[src/rtl/sram_seq_pkg.sv]
package sram_seq_pkg;

    typedef enum logic [1:0] {
        ST_IDLE    = 2'd0,
        ST_SETUP   = 2'd1,
        ST_ACTIVE  = 2'd2,
        ST_RECOVER = 2'd3
    } seq_state_e;

    function automatic int unsigned cnt_width(input int unsigned max_val);
        return (max_val < 2) ? 1 : $clog2(max_val + 1);
    endfunction

endpackage

[src/rtl/sram_cyc_timer.sv]
module sram_cyc_timer #(
    parameter int CW = 4
) (
    input  logic          clk,
    input  logic          rst_n,
    input  logic          load,
    input  logic [CW-1:0] load_val,
    input  logic          run,
    output logic          last
);
    logic [CW-1:0] cnt_q;

    always_ff @(posedge clk or negedge rst_n) begin
        if (!rst_n) begin
            cnt_q <= '0;
        end else if (load) begin
            cnt_q <= load_val;
        end else if (run && (cnt_q != '0)) begin
            cnt_q <= cnt_q - 1'b1;
        end
    end

    assign last = (cnt_q == '0);

endmodule

[src/rtl/sram_lane_map.sv]
module sram_lane_map #(
    parameter int NB = 2
) (
    input  logic          rd,
    input  logic [NB-1:0] mask,
    output logic [NB-1:0] lane_n
);
    for (genvar g = 0; g < NB; g++) begin : g_lane
        // reads enable every lane; writes enable only masked lanes
        assign lane_n[g] = ~(rd | mask[g]);
    end

endmodule

[src/rtl/sram_seq_ctrl.sv]
module sram_seq_ctrl
    import sram_seq_pkg::*;
#(
    parameter int AW     = 18,
    parameter int DW     = 16,
    parameter int NB     = 2,
    parameter int RD_CYC = 7,
    parameter int WR_CYC = 6
) (
    input  logic          clk,
    input  logic          rst_n,
    input  logic          req_valid,
    output logic          req_ready,
    input  logic          req_write,
    input  logic [AW-1:0] req_addr,
    input  logic [DW-1:0] req_wdata,
    input  logic [NB-1:0] req_mask,
    output logic          rsp_valid,
    output logic [DW-1:0] rsp_rdata,
    output logic [AW-1:0] sram_addr,
    output logic          sram_ce_n,
    output logic          sram_oe_n,
    output logic          sram_we_n,
    output logic [NB-1:0] sram_be_n,
    output logic [DW-1:0] sram_dq_out,
    output logic          sram_dq_oe,
    input  logic [DW-1:0] sram_dq_in
);
    localparam int MAXC = (RD_CYC > WR_CYC) ? RD_CYC : WR_CYC;
    localparam int CW   = cnt_width(MAXC);
    localparam logic [CW-1:0] RD_LOAD = CW'(RD_CYC - 1);
    localparam logic [CW-1:0] WR_LOAD = CW'(WR_CYC - 1);

    seq_state_e    state_q, state_d;
    logic [AW-1:0] addr_q;
    logic [DW-1:0] wdata_q;
    logic [NB-1:0] mask_q;
    logic          wr_q;
    logic          tmr_last;
    logic [NB-1:0] lane_n;
    logic          accept;
    logic          start;
    logic          wr_next;
    logic          capture;

    assign accept  = (state_q == ST_IDLE) && req_valid;
    assign start   = accept && !(req_write && (req_mask == '0));
    assign wr_next = (state_q == ST_IDLE) ? req_write : wr_q;
    assign capture = (state_q == ST_ACTIVE) && tmr_last && !wr_q;

    sram_cyc_timer #(.CW(CW)) i_timer (
        .clk      (clk),
        .rst_n    (rst_n),
        .load     (state_q == ST_SETUP),
        .load_val (wr_q ? WR_LOAD : RD_LOAD),
        .run      (state_q == ST_ACTIVE),
        .last     (tmr_last)
    );

    sram_lane_map #(.NB(NB)) i_lanes (
        .rd     (!wr_q),
        .mask   (mask_q),
        .lane_n (lane_n)
    );

    // next state
    always_comb begin
        state_d = state_q;
        unique case (state_q)
            ST_IDLE:    if (start) state_d = ST_SETUP;
            ST_SETUP:   state_d = ST_ACTIVE;
            ST_ACTIVE:  if (tmr_last) state_d = ST_RECOVER;
            ST_RECOVER: state_d = ST_IDLE;
            default:    state_d = ST_IDLE;
        endcase
    end

    // state register and request capture
    always_ff @(posedge clk or negedge rst_n) begin
        if (!rst_n) begin
            state_q <= ST_IDLE;
            addr_q  <= '0;
            wdata_q <= '0;
            mask_q  <= '0;
            wr_q    <= 1'b0;
        end else begin
            state_q <= state_d;
            if (start) begin
                addr_q  <= req_addr;
                wdata_q <= req_wdata;
                mask_q  <= req_mask;
                wr_q    <= req_write;
            end
        end
    end

    // registered pin outputs, computed from the next state
    always_ff @(posedge clk or negedge rst_n) begin
        if (!rst_n) begin
            sram_ce_n  <= 1'b1;
            sram_oe_n  <= 1'b1;
            sram_we_n  <= 1'b1;
            sram_be_n  <= '1;
            sram_dq_oe <= 1'b0;
            rsp_valid  <= 1'b0;
            rsp_rdata  <= '0;
        end else begin
            sram_ce_n  <= !(state_d == ST_ACTIVE);
            sram_oe_n  <= !((state_d == ST_ACTIVE) && !wr_next);
            sram_we_n  <= !((state_d == ST_ACTIVE) && wr_next);
            sram_be_n  <= (state_d == ST_ACTIVE) ? lane_n : '1;
            sram_dq_oe <= (state_d != ST_IDLE) && wr_next;
            rsp_valid  <= capture;
            if (capture) begin
                rsp_rdata <= sram_dq_in;
            end
        end
    end

    assign req_ready   = (state_q == ST_IDLE);
    assign sram_addr   = addr_q;
    assign sram_dq_out = wdata_q;

endmodule

[config.mk]
export PLATFORM = sky130hd
export DESIGN_NAME = sram_seq_ctrl
export DESIGN_NICKNAME = d
export VERILOG_FILES = /design/src/rtl/sram_seq_pkg.sv /design/src/rtl/sram_cyc_timer.sv /design/src/rtl/sram_lane_map.sv /design/src/rtl/sram_seq_ctrl.sv
export SDC_FILE = /design/constraint.sdc
export NUM_CORES = 1
export LEC_CHECK = 0
export BUFFER_PORTS_ARGS = -buffer_cell sky130_fd_sc_hd__buf_4
export CAP_MARGIN = 15
export CORE_MARGIN = 2
export CORE_UTILIZATION = 30
export CTS_BUF_LIST = sky130_fd_sc_hd__clkbuf_4
export CTS_CLUSTER_SIZE = 30
export DETAILED_ROUTE_END_ITERATION = 8
export PLACE_DENSITY = 0.63
export SKIP_CTS_REPAIR_TIMING = 1
export SYNTH_ARGS = -nofsm -noshare
export SYNTH_HDL_FRONTEND = slang
export SYNTH_SLANG_ARGS = --single-unit
[constraint.sdc]
create_clock -name clk -period 1.91 [get_ports clk]
set_input_delay 0.191 -clock clk [delete_from_list [all_inputs] [get_ports clk]]
set_output_delay 0.191 -clock clk [all_outputs]
set_load 0.05 [all_outputs]
==> results.cfg, run 1 <==
[route]
dr.pass1.iters = 4
wl_per_cell_microns = 13.65
drt-total-wl_microns = 6212
drc_errors = 0
viasPerCell = 4.420
ant_nets = 0
first_iter_violations = 52
vias = 2011

[sta]
worstMarginPinSlew_ps = 825.9
fmax_mhz = 559.1
final_max_slew_viol_count = 0
rsz0062_at_grt = no
skew_ps = 10.13
hold_viol = 0
slew_headroom_pct = 44.94
fin_hold_ws_ps = 50.25
setup_viol = 0
setup_tns_ps = 0
fin_ws_ps = 121.3
layout_min_cycle_time_ps = 1789
finalCritPeriodShare_pct = 93.65

[place]
portBuffers = 113
gp_congestion = 0.8170
dp.final_hpwl_microns = 3772
dp_cells = 387
pre_cts_ws_ps = 130.7

[clocking]
numCtsBuffers = 9
max-clock-path-buffers = 2
clockRootBuffer = clkbuf_4
clk_pin_slew_worst_paths_ps = 100
cts_sinks = 65
insertion_delay_ps = 400
cts-htree-levels = 3
cts_tree = done

[setup_path]
worstReg2RegEnd = rsp_rdata[12]
start_kind = flip-flop
critPathLaunch = state_q[0]
worstPathArrival_ps = 2080
reg2reg_depth = 6
critPathCapture = rsp_rdata[12]
r2r_setup_slack_ps = 120
r2r-start = state_q[0]
required_ps = 2200
crit_type = reg2reg
cp_max_fo = 17
end_kind = flip-flop

[finish]
layout-drive-gt1-share_pct = 55.33
final_nets = 404
num-fill-cells = 746
areaGrowthSynthToFinish_pct = 64.63
seq_area_sq_um = 1633
antenna_cells = 0
multiInputGateArea_sq_um = 917.1
layout.cells.non_filler = 455

[synth]
synth_edf_count = 0
ys_seq_area_share_pct = 62.20
syn_area_per_cell_sq_um = 15.72
ys_top_cells_by_area = dfrtp_1 (57%), mux2_2 (17%), mux2_4 (5.1%)
ys_ff_latch = 65
yosysWarnings = 0
synthTopCellsByCount = dfrtp_1 (60), mux2_2 (40), mux2_4 (9), inv_1 (8), ha_1 (6)
netlist_instances = 167
syn_area_sq_um = 2625
ys.flop_type = dfrtp_1
yosysMostFrequentCell = dfrtp_1
synth_top_area_share_pct = 57.20
synth_fp_nets = 229
async_reset_ff_share_pct = 100.0
post_synth_num_cell_types = 31
yosys.area.top_type = dfrtp_1

[pwr]
power.leakage_nw = 2.018
vdd_drop_max_mv = 0.9602
p_total_mw = 8.499
powerDensity_nw_per_um2 = 1967

[global_routing]
grt_pass1_wl_microns = 8949
antenna_found_initial = 0
grt.overflow.total = 0
grt_pass1_vias = 1899
grt_max_degree = 66
grt_use_total_pct = 11.97

[die]
die_h_microns = 97.54
coreArea_sq_um = 8593
dieArea_sq_um = 9514
ioPinCount = 114
start_util_pct = 30.55
num_rows = 34
fp.dieW_microns = 97.54

[worst_hold_path]
hold_class = in2reg

[run]
max-cap-violations = 0

[outcome]
status = complete, no violations
-- state kept, by name (all words and copies together) (netlist names) --
name           flops
i_timer.cnt_q      3
mask_q             2
rsp_rdata         16
rsp_valid          1
sram_addr         18
sram_be_n          2
sram_ce_n          1
sram_dq_oe         1
sram_dq_out       16
sram_oe_n          1
sram_we_n          1
state_q            2
wr_q               1
-- through the flow --
stage / cell area [sq um] / util (%)
3_3_place_gp: 3615 / 42.06
3_5_place_dp: 3615 / 42.06
2_1_floorplan: 2638 / -
5_1_grt: 4322 / 50.29
4_1_cts: 3801 / 44.23
6_report: 4322 / 50.29
-- report_power, final --
group	internal [mW]	total (mW)	switching, mW
Clock	0.693	1.19	0.500
Sequential	2.09	2.45	0.359
Combinational	1.76	4.86	3.10
Total	4.54	8.50	3.96
-- final cells by class --
cell class | count | share of cell area (%)
sequential | 65 | 37.78
tap | 108 | 3.127
inverter | 9 | 0.7817
multi-input combinational | 89 | 21.22
clock buffer | 11 | 1.911
clock inverter | 5 | 2.403
timing repair buffer | 168 | 32.77
-- critical path, cell delays in order (launching register included) --
cell and delay (ps):
dfrtp_1 410, inv_1 150, ha_1 290, inv_2 90
nor3_4 220, buf_12 190, mux2_2 340
-- cells in the final DEF (no fill, tap or decap), drive strengths merged --
| cell | count |
|---|---|
| buf | 116 |
| dfrtp | 60 |
| dlygate4sd3 | 52 |
| mux2 | 51 |
| clkbuf | 11 |
| inv | 9 |
| ha | 6 |
| dfstp | 5 |
| nand2 | 4 |
| nand3 | 3 |
| bufinv | 3 |
| nor3 | 3 |
| a21oi | 3 |
| o2111ai | 2 |
| nand4 | 2 |
| a31oi | 2 |
| o31a | 2 |
| clkinv | 2 |
| nor2 | 1 |
| a21o | 1 |
| nor3b | 1 |
| o22ai | 1 |
| nand2b | 1 |
| mux2i | 1 |
| nor2b | 1 |
| and3 | 1 |
| o21bai | 1 |
| o22a | 1 |
| o21ai | 1 |
-- logic make-up after synthesis --
family / after synthesis / synth area share [%]
multiplexers: 52 / 23.55
AO/OA/AOI/OAI: 14 / 4.147
AND/OR/NAND/NOR: 17 / 3.909
buffers and inverters: 13 / 3.336
flip-flops: 65 / 62.20
adder cells (fa/ha/maj): 6 / 2.860
-- worst min-delay path by stage --
stage	from	end	slack, ps	depth (start not counted)
2_1_floorplan	rst_n	i_timer.cnt_q[0]	-100	0
3_3_place_gp	rst_n	sram_dq_oe	350	1
3_5_place_dp	rst_n	sram_dq_oe	340	1
4_1_cts	rst_n	mask_q[1]	-100	1
5_1_grt	req_mask[0]	mask_q[0]	20	3
6_report	req_mask[0]	mask_q[0]	50	3
-- metal layers --
layer | vias to the layer above | wire length (microns) | global-route usage, %
li1 | 946 | - | -
met1 | 973 | 2496 | 14.54
met2 | 79 | 3193 | 18.62
met3 | 13 | 414 | 5.108
met4 | 0 | 107 | 5.128
met5 | - | 0 | 0
Note: power is estimated with default switching activity, not from simulation.
==> run 2: changes to the inputs <==
SETUP_SLACK_MARGIN = 0.4   (was unset)
SLEW_MARGIN = 15   (was unset)
clock period = 2.15 ns   (was 1.91 ns; I/O delays follow)
==> results.cfg, run 2 (synthesis gave the netlist of run 1 again) <==
[global_routing]
antenna_found_initial = 0
grt_pass1_wl_microns = 9390
grt_max_degree = 66
grt.overflow.total = 0
grt_pass1_vias = 1953
grt_use_total_pct = 12.31

[route]
first_iter_violations = 40
vias = 1873
viasPerCell = 4.546
drt-total-wl_microns = 6215
wl_per_cell_microns = 15.08
drc_errors = 0
dr.pass1.iters = 4
ant_nets = 0

[setup_path]
required_ps = 2450
cp_max_fo = 8
worstPathArrival_ps = 2010
crit_type = reg2reg
end_kind = flip-flop
start_kind = flip-flop

[clocking]
numCtsBuffers = 9
max-clock-path-buffers = 2
cts_tree = done
clk_pin_slew_worst_paths_ps = 110
cts-htree-levels = 3
clockRootBuffer = clkbuf_4
insertion_delay_ps = 410
cts_sinks = 65

[sta]
layout_min_cycle_time_ps = 1708
skew_ps = 12.71
rsz0062_at_grt = no
fmax_mhz = 585.5
hold_viol = 0
setup_tns_ps = 0
worstMarginPinSlew_ps = 817.9
final_max_slew_viol_count = 0
slew_headroom_pct = 45.48
finalCritPeriodShare_pct = 79.43
setup_viol = 0

[die]
die_h_microns = 97.54
num_rows = 34
coreArea_sq_um = 8593
start_util_pct = 30.55
ioPinCount = 114
fp.dieW_microns = 97.54
dieArea_sq_um = 9514

[worst_hold_path]
hold_class = in2reg

[place]
gp_congestion = 0.8292
dp.final_hpwl_microns = 4029
portBuffers = 113

[finish]
antenna_cells = 0
final_common_cell = buf_4
seq_area_sq_um = 1633
final_cell_mix = buf_4 (116), dfrtp_1 (60), mux2_2 (40)
areaGrowthSynthToFinish_pct = 48.86
layout-drive-gt1-share_pct = 66.78
multiInputGateArea_sq_um = 934.6
final_nets = 361
num-fill-cells = 796
largest_register_ffs = 18

[outcome]
status = complete, no violations

[run]
max-cap-violations = 0
## run 2: cell count changes in the layout (fill, tap and decap cells not counted), sizes merged
| cell | change |
|---|---|
| buf | +4 |
| bufinv | -2 |
| clkbuf | +2 |
| clkinv | +1 |
| clkinvlp | +2 |
| dlygate4sd3 | -50 |
## run 2: path summary, 6_finish.rpt
check / startpoint / to / slack (ps) / cells past startpoint
min in group asynchronous: rst_n / sram_dq_oe / 440 / 2
hold / removal: req_addr[2] / sram_addr[2] / 30 / 2
hold reg to reg: mask_q[1] / sram_be_n[1] / 490 / 1
setup / recovery: state_q[0] / rsp_rdata[0] / 440 / 6
max in group asynchronous: rst_n / sram_dq_out[5] / 1170 / 2
setup reg to reg: state_q[0] / rsp_rdata[0] / 440 / 6
## run 2: layout make-up
cell class	count	share of cell area [%]
sequential	65	41.79
timing repair buffer	125	26.54
multi-input combinational	89	23.92
tap	108	3.458
clock buffer	10	1.921
clock inverter	6	1.505
inverter	9	0.8646
## run 2: per-layer routing
metal  GRT usage (%)  wire [microns]  vias to the layer above
met3           3.885             382                       10
met5               0               0                        -
met4           5.128              92                        0
li1                -               -                      852
met2           20.16            3208                       73
met1           15.04            2531                      938
## run 2: worst max-delay path: stages (launching register included)
cell	delay, ps
dfrtp_1	410
inv_2	120
ha_4	180
inv_2	60
nor3_4	300
clkbuf_16	230
mux2_4	300
## run 2: per-stage QoR
stage / cell area [sq um] / setup slack [ps] / hold slack [ps] / cells / util (%)
global route: 3908 / 388.0 / 5.769 / 412 / 45.47
detailed placement: 3597 / 364.6 / 375.3 / 386 / 41.86
floorplan: 2640 / 401.1 / -80.59 / 167 / -
CTS: 3731 / 355.2 / -87.60 / 402 / 43.42
finish: 3908 / 442.2 / 27.77 / 412 / 45.47
global placement: 3597 / 461.7 / 372.3 / 386 / 41.86
Power of run 2 is left out: the tool's default activity adds up to more than one toggle a clock period on the data nets, which glitch-free logic cannot reach.
==> run 3: changes to the inputs <==
ABC_AREA = 1   (was unset)
clock period = 1.7 ns   (was 2.15 ns; I/O delays follow)
==> results.cfg, run 3 <==
[outcome]
status = complete, no violations

[finish]
areaGrowthSynthToFinish_pct = 83.93
antenna_cells = 0
layout-drive-gt1-share_pct = 47.48
final_common_cell = buf_4
num-fill-cells = 774
final_cell_mix = buf_4 (110), nand2_1 (95), dfrtp_1 (60)
largest_register_ffs = 18
design_area_sq_um = 4913
final_nets = 533

[clocking]
max-clock-path-buffers = 2
insertion_delay_ps = 400
cts_tree = done
cts-htree-levels = 3
clockRootBuffer = clkbuf_4
clk_pin_slew_worst_paths_ps = 100
numCtsBuffers = 9
cts_sinks = 65

[die]
ioPinCount = 114
start_util_pct = 30.78
die_h_microns = 98.36
dieArea_sq_um = 9675
num_rows = 34
coreArea_sq_um = 8678
fp.dieW_microns = 98.36

[route]
drt-total-wl_microns = 8893
ant_nets = 0
drc_errors = 0
wl_per_cell_microns = 15.23
first_iter_violations = 42
dr.pass1.iters = 4
viasPerCell = 4.548
vias = 2656

[synth]
syn_area_sq_um = 2671
synth_fp_nets = 350
syn_area_per_cell_sq_um = 9.275
ys_top_cells_by_area = dfrtp_1 (56%), nand2_1 (19%), nand3_1 (7.3%)
synth_top_area_share_pct = 56.21
yosysMostFrequentCell = nand2_1
ys_seq_area_share_pct = 61.12
async_reset_ff_share_pct = 100.0
ys.flop_type = dfrtp_1
synth_edf_count = 0
yosys.area.top_type = dfrtp_1
ys_ff_latch = 65
netlist_instances = 288
post_synth_num_cell_types = 19
yosysWarnings = 0
synthTopCellsByCount = nand2_1 (132), dfrtp_1 (60), nand3_1 (39), inv_1 (10), buf_2 (7)

[setup_path]
worstPathArrival_ps = 1250
start_kind = flip-flop
required_ps = 1530
crit_type = reg2out
end_kind = output port
r2r-start = state_q[0]
cp_max_fo = 4
critPathLaunch = state_q[0]

[global_routing]
grt_pass1_vias = 2291
grt_max_degree = 37
grt_use_total_pct = 14.29
grt.overflow.total = 0
grt_pass1_wl_microns = 11080
antenna_found_initial = 0

[sta]
layout_min_cycle_time_ps = 1422
setup_viol = 0
rsz0062_at_grt = yes
final_max_slew_viol_count = 0
finalCritPeriodShare_pct = 83.66
hold_viol = 0
fmax_mhz = 703.1
worstMarginPinSlew_ps = 441.9
skew_ps = 8.802
setup_tns_ps = 0
slew_headroom_pct = 70.54

[place]
place_area_sq_um = 3656
portBuffers = 113
dp.final_hpwl_microns = 4731
gp_congestion = 0.7143

[pwr]
vdd_drop_max_mv = 0.9058
powerDensity_nw_per_um2 = 1975
power.leakage_nw = 2.482

[worst_hold_path]
hp-start = req_wdata[1]
hold_class = in2reg

[run]
max-cap-violations = 0
## run 3: changes by cell type after synthesis, sizes merged, moves of 3 or more
cell / delta
mux2: -51
nand2: +131
buf: +8
inv: +3
o21ai: +4
nor3: -3
nand3: +37
nor2: +3
## run 3: worst paths after layout
check	endpoint	slack (ps)	cells past startpoint
max in group asynchronous	sram_oe_n	870	3
max reg2reg	mask_q[1]	310	8
min	sram_dq_out[1]	4	3
min in group asynchronous	sram_dq_oe	250	2
max	req_ready	280	3
min reg2reg	rsp_rdata[15]	490	2
## run 3: metal layers
metal  track usage [%]  routed length (microns)  vias up  part of all wire (%)
met5                 0                        0        -                     0
met4             5.163                      147        0                   1.7
met3             4.653                      415       17                   4.7
met2             22.82                     4734       82                    53
met1             18.26                     3595     1283                    40
li1                  -                        -     1274                     -
## run 3: critical path, cell delays in order (launching register included)
cell and delay (ps):
dfrtp_1 430, inv_2 110, ha_4 170, buf_8 150
## run 3: area by class of cell
class	count	area (sq um)	area share (%)
clock buffers	12	90.09	1.833
inverters	13	58.81	1.197
multi-input cells	198	1192	24.27
repair buffers	184	1784	36.31
well taps	108	135.1	2.750
flip-flops and latches	65	1633	33.23
clock inverters	4	20.02	0.4074
## run 3: where the power goes
group	switching (mW)	total, mW	internal (mW)	leakage [nW]
logic	3.81	6.01	2.20	1.64
registers	0.519	2.81	2.29	0.772
clock network	0.545	0.887	0.342	0.0708
## run 3: cells by family (layout without fill, tap and decap cells)
group	Yosys count	in the layout	synth area share, %
flip-flops	65	65	61.12
AND/OR/NAND/NOR	182	182	28.62
buffers and inverters	25	213	5.433
AO/OA/AOI/OAI	10	10	2.014
adder cells (fa/ha/maj)	6	6	2.810
## run 3: metrics by stage
step | std cells | util [%] | total power, mW | setup WS, ps | hold slack (ps)
after CTS | 519 | 43.40 | 8.575 | 213.5 | -306.4
final | 584 | 56.62 | 9.704 | 277.8 | 3.517
after detailed placement | 503 | 42.13 | 7.669 | 308.3 | 145.1
after global routing | 584 | 56.62 | 10.28 | 196.0 | 6.563
after floorplan | 288 | - | 6.152 | 300.0 | -125.6
after global placement | 503 | 42.13 | 7.576 | 374.6 | 146.5
